$ cat config.mk
export PLATFORM = sky130hd
export DESIGN_NAME = aux_serial_tx
export DESIGN_NICKNAME = d
export VERILOG_FILES = /design/src/rtl/aux_tx_pkg.sv /design/src/rtl/aux_tx_baud.sv /design/src/rtl/aux_tx_fifo.sv /design/src/rtl/aux_tx_shifter.sv /design/src/rtl/aux_serial_tx.sv
export SDC_FILE = /design/constraint.sdc
export NUM_CORES = 1
export LEC_CHECK = 0
export BUFFER_PORTS_ARGS = -buffer_cell sky130_fd_sc_hd__clkbuf_2
export CAP_MARGIN = 20
export CORE_UTILIZATION = 45
export DETAILED_ROUTE_END_ITERATION = 8
export GPL_ROUTABILITY_DRIVEN = 0
export GPL_TIMING_DRIVEN = 0
export MAX_ROUTING_LAYER = met4
export PLACE_DENSITY = 0.64
export SETUP_SLACK_MARGIN = 0.15
export SYNTH_ARGS = -nofsm -noshare
export SYNTH_HDL_FRONTEND = slang
export SYNTH_SLANG_ARGS = --single-unit
$ cat constraint.sdc
create_clock -name clk -period 4.2 [get_ports clk]
set_input_delay 0.84 -clock clk [delete_from_list [all_inputs] [get_ports clk]]
set_output_delay 0.84 -clock clk [all_outputs]
set_load 0.03 [all_outputs]
$ cat src/rtl/aux_tx_pkg.sv
package aux_tx_pkg;
    typedef enum logic [1:0] {
        ST_IDLE,
        ST_START,
        ST_DATA,
        ST_STOP
    } tx_state_e;

    localparam int OVERSAMPLE = 8;

    localparam logic [7:0] OFF_ENABLES = 8'h04;
    localparam logic [7:0] OFF_IO      = 8'h40;
    localparam logic [7:0] OFF_IER     = 8'h44;
    localparam logic [7:0] OFF_IIR     = 8'h48;
    localparam logic [7:0] OFF_LCR     = 8'h4C;
    localparam logic [7:0] OFF_MCR     = 8'h50;
    localparam logic [7:0] OFF_LSR     = 8'h54;
    localparam logic [7:0] OFF_CNTL    = 8'h60;
    localparam logic [7:0] OFF_BAUD    = 8'h68;
endpackage

$ cat src/rtl/aux_tx_baud.sv
module aux_tx_baud #(
    parameter int DIV_W = 16
) (
    input  logic             clk,
    input  logic             rst_n,
    input  logic             en_i,
    input  logic             idle_i,
    input  logic [DIV_W-1:0] div_i,
    output logic             tick_o
);
    logic [DIV_W-1:0] cnt_q;

    always_ff @(posedge clk or negedge rst_n) begin
        if (!rst_n) begin
            cnt_q <= '0;
        end else if (idle_i) begin
            cnt_q <= '0;
        end else if (en_i) begin
            cnt_q <= (cnt_q == div_i) ? '0 : cnt_q + 1'b1;
        end
    end

    assign tick_o = en_i && !idle_i && (cnt_q == div_i);
endmodule

$ cat src/rtl/aux_tx_fifo.sv
module aux_tx_fifo #(
    parameter int WIDTH = 8,
    parameter int DEPTH = 8
) (
    input  logic             clk,
    input  logic             rst_n,
    input  logic             push_i,
    input  logic [WIDTH-1:0] wdata_i,
    input  logic             pop_i,
    output logic [WIDTH-1:0] rdata_o,
    output logic             full_o,
    output logic             empty_o
);
    localparam int AW = $clog2(DEPTH);

    logic [WIDTH-1:0] mem_q [DEPTH];
    logic [AW:0]      wr_q, rd_q;
    logic             do_push;

    assign full_o  = (wr_q[AW] != rd_q[AW]) && (wr_q[AW-1:0] == rd_q[AW-1:0]);
    assign empty_o = (wr_q == rd_q);
    assign do_push = push_i && !full_o;
    assign rdata_o = mem_q[rd_q[AW-1:0]];

    always_ff @(posedge clk or negedge rst_n) begin
        if (!rst_n) begin
            wr_q <= '0;
            rd_q <= '0;
        end else begin
            if (do_push) wr_q <= wr_q + 1'b1;
            if (pop_i && !empty_o) rd_q <= rd_q + 1'b1;
        end
    end

    always_ff @(posedge clk) begin
        if (do_push) mem_q[wr_q[AW-1:0]] <= wdata_i;
    end
endmodule

$ cat src/rtl/aux_tx_shifter.sv
module aux_tx_shifter
    import aux_tx_pkg::*;
#(
    parameter int DATA_W = 8
) (
    input  logic              clk,
    input  logic              rst_n,
    input  logic              en_i,
    input  logic              go_i,
    input  logic              empty_i,
    input  logic [DATA_W-1:0] data_i,
    input  logic              wide_i,
    input  logic              tick_i,
    output logic              pop_o,
    output logic              idle_o,
    output logic              tx_o
);
    localparam int SUB_W = $clog2(OVERSAMPLE);
    localparam int IDX_W = $clog2(DATA_W);

    tx_state_e         state_q, state_d;
    logic [SUB_W-1:0]  sub_q;
    logic [IDX_W-1:0]  idx_q, last_q;
    logic [DATA_W-1:0] sh_q;
    logic              slot_end;

    assign slot_end = tick_i && (sub_q == SUB_W'(OVERSAMPLE - 1));

    // next-state logic
    always_comb begin
        state_d = state_q;
        if (en_i) begin
            unique case (state_q)
                ST_IDLE:  if (go_i && !empty_i)              state_d = ST_START;
                ST_START: if (slot_end)                      state_d = ST_DATA;
                ST_DATA:  if (slot_end && idx_q == last_q)   state_d = ST_STOP;
                ST_STOP:  if (slot_end)                      state_d = ST_IDLE;
            endcase
        end
    end

    // state register and datapath
    always_ff @(posedge clk or negedge rst_n) begin
        if (!rst_n) begin
            state_q <= ST_IDLE;
            sub_q   <= '0;
            idx_q   <= '0;
            last_q  <= '0;
            sh_q    <= '0;
        end else if (en_i) begin
            state_q <= state_d;
            if (state_q == ST_IDLE)  sub_q <= '0;
            else if (tick_i)         sub_q <= sub_q + 1'b1;
            if (state_q == ST_IDLE && state_d == ST_START) begin
                sh_q   <= data_i;
                idx_q  <= '0;
                last_q <= wide_i ? IDX_W'(DATA_W - 1) : IDX_W'(DATA_W - 2);
            end else if (state_q == ST_DATA && slot_end) begin
                sh_q  <= sh_q >> 1;
                idx_q <= idx_q + 1'b1;
            end
        end
    end

    // outputs
    always_comb begin
        pop_o  = (state_q == ST_IDLE) && (state_d == ST_START);
        idle_o = (state_q == ST_IDLE);
        unique case (state_q)
            ST_START: tx_o = 1'b0;
            ST_DATA:  tx_o = sh_q[0];
            default:  tx_o = 1'b1;
        endcase
    end
endmodule

$ cat src/rtl/aux_serial_tx.sv
module aux_serial_tx
    import aux_tx_pkg::*;
#(
    parameter int DATA_W     = 8,
    parameter int BUS_W      = 32,
    parameter int BAUD_W     = 16,
    parameter int FIFO_DEPTH = 8
) (
    input  logic             clk,
    input  logic             rst_n,
    input  logic             wr_en_i,
    input  logic [7:0]       addr_i,
    input  logic [BUS_W-1:0] wdata_i,
    output logic [BUS_W-1:0] rdata_o,
    output logic             tx_o,
    output logic             rts_n_o
);
    logic              uart_on;
    logic [1:0]        ier_q;
    logic              lcr_wide_q;
    logic              mcr_rts_q;
    logic [1:0]        cntl_q;
    logic [BAUD_W-1:0] baud_q;
    logic              tx_en;

    logic              wr_hit, push_req, pop;
    logic              fifo_full, fifo_empty, fsm_idle, tick;
    logic [DATA_W-1:0] fifo_data;

    assign wr_hit   = wr_en_i && uart_on;
    assign push_req = wr_hit && (addr_i == OFF_IO);
    assign tx_en    = cntl_q[1];

    always_ff @(posedge clk or negedge rst_n) begin
        if (!rst_n) begin
            uart_on    <= 1'b0;
            ier_q      <= '0;
            lcr_wide_q <= 1'b0;
            mcr_rts_q  <= 1'b0;
            cntl_q     <= '0;
            baud_q     <= '0;
        end else begin
            if (wr_en_i && addr_i == OFF_ENABLES) uart_on <= wdata_i[0];
            if (wr_hit) begin
                unique case (addr_i)
                    OFF_IER:  ier_q      <= wdata_i[1:0];
                    OFF_LCR:  lcr_wide_q <= wdata_i[0];
                    OFF_MCR:  mcr_rts_q  <= wdata_i[1];
                    OFF_CNTL: cntl_q     <= wdata_i[1:0];
                    OFF_BAUD: baud_q     <= wdata_i[BAUD_W-1:0];
                    default: ;
                endcase
            end
        end
    end

    always_comb begin
        rdata_o = '0;
        if (addr_i == OFF_ENABLES) begin
            rdata_o[0] = uart_on;
        end else if (uart_on) begin
            unique case (addr_i)
                OFF_IER:  rdata_o[1:0] = ier_q;
                OFF_IIR:  rdata_o[7:0] = (ier_q[1] && fifo_empty) ? 8'hC2 : 8'hC1;
                OFF_LCR:  rdata_o[0]   = lcr_wide_q;
                OFF_MCR:  rdata_o[1]   = mcr_rts_q;
                OFF_LSR:  begin
                    rdata_o[5] = !fifo_full;
                    rdata_o[6] = fifo_empty && fsm_idle;
                end
                OFF_CNTL: rdata_o[1:0] = cntl_q;
                OFF_BAUD: rdata_o[BAUD_W-1:0] = baud_q;
                default: ;
            endcase
        end
    end

    assign rts_n_o = !mcr_rts_q;

    aux_tx_fifo #(.WIDTH(DATA_W), .DEPTH(FIFO_DEPTH)) u_fifo (
        .clk     (clk),
        .rst_n   (rst_n),
        .push_i  (push_req),
        .wdata_i (wdata_i[DATA_W-1:0]),
        .pop_i   (pop),
        .rdata_o (fifo_data),
        .full_o  (fifo_full),
        .empty_o (fifo_empty)
    );

    aux_tx_baud #(.DIV_W(BAUD_W)) u_baud (
        .clk    (clk),
        .rst_n  (rst_n),
        .en_i   (uart_on),
        .idle_i (fsm_idle),
        .div_i  (baud_q),
        .tick_o (tick)
    );

    aux_tx_shifter #(.DATA_W(DATA_W)) u_shift (
        .clk     (clk),
        .rst_n   (rst_n),
        .en_i    (uart_on),
        .go_i    (tx_en),
        .empty_i (fifo_empty),
        .data_i  (fifo_data),
        .wide_i  (lcr_wide_q),
        .tick_i  (tick),
        .pop_o   (pop),
        .idle_o  (fsm_idle),
        .tx_o    (tx_o)
    );
endmodule

Yosys cells after proc, flatten, opt, wreduce, memory -nomap -nowiden
Memories as Yosys holds them, arrays and structs flattened.
Cells that the tools add are included.
W data, S select, Z words.
Word-level totals
  logic and storage cells: 99
  register bits after elaboration: 66
  memories kept: 1
  bits in writable memories: 64
  input port bits: 43
  output and inout bits: 34
Memory list
  u_fifo.mem_q: words 8, bits a word 8, rd ports 1, clocked after Yosys merged registers in 0, wr ports 1, line aux_tx_fifo.sv:16  | logic [WIDTH-1:0] mem_q [DEPTH];
Cells by class
  $add $sub $neg: 5
  reduce and logical (&&, ||, !) cells: 31
  mux-type cells: 29
  equal/unequal tests: 19
Operators by type and width (count)
  $eq A8 B7 Y1 const B: 8
  $mux W16: 4
  $mux W8: 3
  $add A16 B1 Y16 const B: 1
  $eq A16 B16 Y1: 1
  $reduce_and A2 Y1: 8
  $logic_and A1 B1 Y1: 15
  $mux W15: 1
  $mux W2: 6
  $mux W3: 4
  $pmux W1 S5: 2
  $add A4 B1 Y4 const B: 2
  $eq A8 B3 Y1 const B: 1
  $pmux W2 S4: 1
  $add A3 B1 Y3 const B: 2
  $eq A3 B3 Y1: 2
  $pmux W2 S3: 1
  $pmux W3 S2: 1
  $reduce_bool A2 Y1: 3
  $eq A2 B1 Y1 const B: 2
  $eq A2 B2 Y1 const B: 2
  $eq A4 B4 Y1: 1
  $logic_not A1 Y1: 4
  $mux W1: 4
  other kinds (4): 5

Logic depth before layout (Yosys ltp)
  depth after elaboration: 13
  depth in mapped cells: 8
  depth with buffers taken out: 7

Cells and area by module
A second synthesis with hierarchy kept.
Unflattened totals
  cells, all modules: 513
  area, all modules: 6800.3 um2
By module, submodules not included
  aux_tx_fifo: area an instance 3173.0 um2, times used 1, sequential area each 2122.0 um2, cells an instance 151
  aux_serial_tx: area an instance 1456.4 um2, times used 1, sequential area each 575.6 um2, cells an instance 127
  aux_tx_baud: area an instance 1217.4 um2, times used 1, sequential area each 400.4 um2, cells an instance 146
  aux_tx_shifter: area an instance 953.4 um2, times used 1, sequential area each 450.4 um2, cells an instance 89

Least setup slack after synthesis
No wires, ideal clock.
  path type: input-to-output
  from: input addr_i[4]
  to: output rdata_o[1]
  stages: 5
  path slack: 1139 ps
  required time: 3360 ps
  arrival: 2221 ps
  buffers on the path: 0
  cells stage by stage: nor4b_2 > nand3_1 > o21ai_0 > a222oi_1 > nor2_1
On the way
  longest elaborated chain between the ends: 4
  elaborated cells on any way between the ends: 9
  those cells by class: eq/ne (6); mux (3)
RTL lines
  start, declared: line aux_serial_tx.sv:12  | input logic [7:0] addr_i,
  $eq A8 B7 Y1: line aux_serial_tx.sv:62  | unique case (addr_i)
  $pmux W1 S5: line aux_serial_tx.sv:62
  $mux W16: line aux_serial_tx.sv:61  | end else if (uart_on) begin
  $mux W15 *: line aux_serial_tx.sv:59  | if (addr_i == OFF_ENABLES) begin
  end, declared: line aux_serial_tx.sv:14  | output logic [BUS_W-1:0] rdata_o,
Every way passes the cells marked *; elsewhere a longest branch is shown, timed or not.

Worst setup path in the final report
Ends and elaborated chain as after synthesis.

==> reports/metrics.csv <==
stage,metric,value,unit
status,outcome,"finished, final reports clean",
global_routing,initial antenna violation count,0,
worst_setup_path,CP top delay family,simple AND/OR/NAND/NOR gates,
clocking,# hold bufs at CTS,0,
synthesis,Synth Register Bits,129,
routing,drt total wl,13090,µm
routing,DRC viols,0,
timing,final worst-path setup slack,699.7,ps
clocking,Clock Tree Buf Depth,2,
global_routing,largest net degree at the start of global routing,66,
global_routing,total gr overflow,0,
synthesis,post-synthesis compound-gate area fraction,6.559,%
worst_setup_path,slowest CP cell,nor4b_2,
clocking,H-tree depth,4,
synthesis,number of synthesized flops with an enable pin,64,
synthesis,largest family of logic cells by synthesized area,simple AND/OR/NAND/NOR gates,
worst_setup_path,startpoint types,primary input,
routing,Detailed Routing Iterations Pass 1,4,
cells_and_area,ANT cells,0,
synthesis,Synth Area in Adders,1.200,%
floorplan,core area,13400,µm²
cells_and_area,layout cells sized above 1,26.67,%
clocking,worst skew pair latency,410,ps
global_routing,first-pass GRT wire length,21330,µm
synthesis,post-synthesis sequential area ratio,56.71,%
timing,clock skew,7.946,ps
clocking,CTS root buffer,clkbuf_16,
timing,RSZ-0062 raised after global routing,false,
clocking,CTS tree,yes,
timing,fmax,285.7,MHz
synthesis,xor and xnor area share after synthesis,5.459,%
floorplan,num rows,42,
routing,via count,4165,
synthesis,Synth Area in Simple Gates,15.60,%
worst_setup_path,crit-path cells,clkbuf_2 -> nor4b_2 -> nand3_1 -> o21ai_0 -> a222oi_1 -> nor2_1 -> clkbuf_2,
cells_and_area,Filler Cell Count,1123,
clocking,clk slew on worst S/H paths,60,ps
cells_and_area,post-layout net count,622,
power,P_leak,0.003116,µW
place,hpwl dp,9308,µm
timing,Final Max Slew Viols,0,
floorplan,Initial Util,46.69,%
floorplan,Die Wd,119.9,µm
clocking,clk sinks,129,
timing,setup tns final,0,ps
worst_hold_path,worst hold-check path type,reg -> reg,
routing,number of vias per cell,5.473,
synthesis,post-synth cell types,52,
timing,Final Cycle Share,83.34,%
power,VDD IR max,0.1868,mV
timing,Final setup viols,0,
clocking,CTS Buf Count,17,
floorplan,Ports,77,
place,Buffers on Ports,44,
floorplan,die height,119.9,µm
worst_setup_path,Setup Crit Path Kind,in -> out,
global_routing,GRT Overall Usage,20.24,%
place,"worst slack, placed",694.6,ps
floorplan,die area,14380,µm²
synthesis,multiplexer share of the synthesized area,9.958,%
synthesis,Synth Flop Type,dfrtp_1,
worst_setup_path,crit-path max FO,8,
run,number of max-cap violations,0,
timing,Final Hold Fails,0,
worst_setup_path,worst path required time,3360,ps
synthesis,average cell area after synthesis,12.77,µm²
routing,Avg WL per Cell,17.20,µm
synthesis,Synth Cell Area,6257,µm²
clocking,CTS-repair resized insts,0,
cells_and_area,Layout Area Growth over Synthesis,17.84,%
worst_setup_path,CP Buf/Inv Count,2,
synthesis,asr flop ratio synth,50.39,%
timing,Max-slew headroom,39.83,%
power,Power Density,389.2,nW/µm²
timing,Tmin final,3500,ps
worst_setup_path,Crit path largest cell delay,660,ps
worst_setup_path,CP arrival,2660,ps
worst_setup_path,Most Frequent Cell on Critical Path,clkbuf_2,
clocking,Post-CTS Setup Bufs,0,
routing,Routed Antenna Nets,0,
routing,DRT iter0 DRCs,263,
worst_setup_path,Worst setup EP type,output pin,
global_routing,number of global-route vias before repair,4127,
synthesis,synth warn,0,
synthesis,Post-Synthesis Cells,490,
timing,Worst-Margin Slew,902.5,ps
[flip-flops by register name, indices dropped and copies added, names as in the netlist, 2 cells and up]
signal / cells
baud_q: 16
cntl_q: 2
ier_q: 2
u_baud.cnt_q: 16
u_fifo.mem_q: 64
u_fifo.rd_q: 4
u_fifo.wr_q: 4
u_shift.idx_q: 3
u_shift.last_q: 2
u_shift.sh_q: 8
u_shift.state_q: 2
u_shift.sub_q: 3
[metrics by stage]
step / hold slack, ps / std cells / total power, µW / cell area [µm²] / utilization, %
4_1_cts: 487.8 / 760 / 2889 / 7366 / 54.97
5_1_grt: 498.2 / 761 / 2951 / 7373 / 55.02
3_3_place_gp: 467.3 / 725 / 1444 / 6754 / 50.40
2_1_floorplan: 449.6 / 505 / 1401 / 6314 / -
6_report: 482.2 / 761 / 2870 / 7373 / 55.02
3_5_place_dp: 472.9 / 729 / 1447 / 6785 / 50.63
[cell usage in the layout, fill, tap and decap left out, types with 11 or more instances in the layout]
cell type | synthesis | final
nand3_1 | 19 | 19
xnor2_1 | 11 | 11
nor2_1 | 34 | 34
mux2_2 | 16 | 16
nand2_1 | 35 | 35
clkbuf_16 | 0 | 17
and2_1 | 13 | 13
clkbuf_1 | 11 | 11
dfrtp_1 | 65 | 65
buf_2 | 9 | 12
buf_4 | 19 | 20
o21ai_0 | 13 | 13
conb_1 | 1 | 16
xor2_1 | 28 | 28
clkbuf_2 | 0 | 43
nand4_1 | 12 | 12
edfxtp_1 | 64 | 64
[worst paths after layout]
check | from | end | slack, ps | cells after the start
setup / recovery | addr_i[4] | rdata_o[1] | 700 | 7
hold / removal | u_fifo.wr_q[3] | u_fifo.wr_q[3] | 480 | 1
setup reg to reg | uart_on | u_fifo.mem_q[2][7] | 1680 | 5
hold reg to reg | u_fifo.wr_q[3] | u_fifo.wr_q[3] | 480 | 1
max in group asynchronous | rst_n | baud_q[14] | 3040 | 1
min in group asynchronous | rst_n | baud_q[9] | 580 | 1
[area by class of cell]
class / count / area, µm² / area share, %
plain buffers: 41 / 264.0 / 3.581
clock buffers: 17 / 425.4 / 5.770
clock inverters: 14 / 155.1 / 2.104
inverters: 4 / 15.01 / 0.2036
multi-input cells: 331 / 2492 / 33.80
flip-flops and latches: 129 / 3548 / 48.12
well taps: 176 / 220.2 / 2.987
repair buffers: 49 / 252.7 / 3.428
[cells by family after synthesis]
family / Yosys count
AO/OA/AOI/OAI: 60
XOR/XNOR: 39
adder cells (fa/ha/maj): 6
buffers and inverters: 45
flip-flops: 129
multiplexers: 44
other: 1
AND/OR/NAND/NOR: 166
[power breakdown]
part / total [µW] / internal [µW] / switching, µW
combinational: 91.0 / 26.5 / 64.4
clock: 1450 / 879 / 569
sequential: 1330 / 1330 / 1.15
total: 2870 / 2240 / 635
[synth_stat cells, types with 2 or more instances]
library cell	n	area share (%)
dfrtp_1	65	26
edfxtp_1	64	31
nand2_1	35	2.1
nor2_1	34	2.0
xor2_1	28	3.9
buf_4	19	2.3
nand3_1	19	1.5
mux2_2	16	2.9
and2_1	13	1.3
o21ai_0	13	1.0
nand4_1	12	1.2
clkbuf_1	11	0.66
xnor2_1	11	1.5
mux2_4	10	2.4
buf_2	9	0.72
mux2i_1	9	1.4
mux4_2	9	3.2
a31oi_1	8	0.80
and3_1	8	0.80
a211oi_1	7	0.84
a21oi_1	7	0.56
a311oi_1	7	0.98
nor2b_1	7	0.70
nor3_1	7	0.56
and4_1	6	0.84
ha_1	6	1.2
nor4_1	5	0.50
inv_1	4	0.24
nand2b_1	4	0.40
nor4_4	4	1.4
a22o_1	3	0.42
o211ai_1	3	0.36
o21a_1	3	0.36
a21boi_0	2	0.24
nand4b_1	2	0.28
nor4b_2	2	0.48
o22a_1	2	0.28
or3_1	2	0.20
[metal layers]
metal	part of all wire, %	global-route usage (%)	up-vias
li1	-	-	1951
met1	47	27.28	2077
met2	47	30.32	121
met3	4.4	3.279	16
met4	1.5	8.828	0
met5	0	-	-
Note: power is estimated with default switching activity, not from simulation.
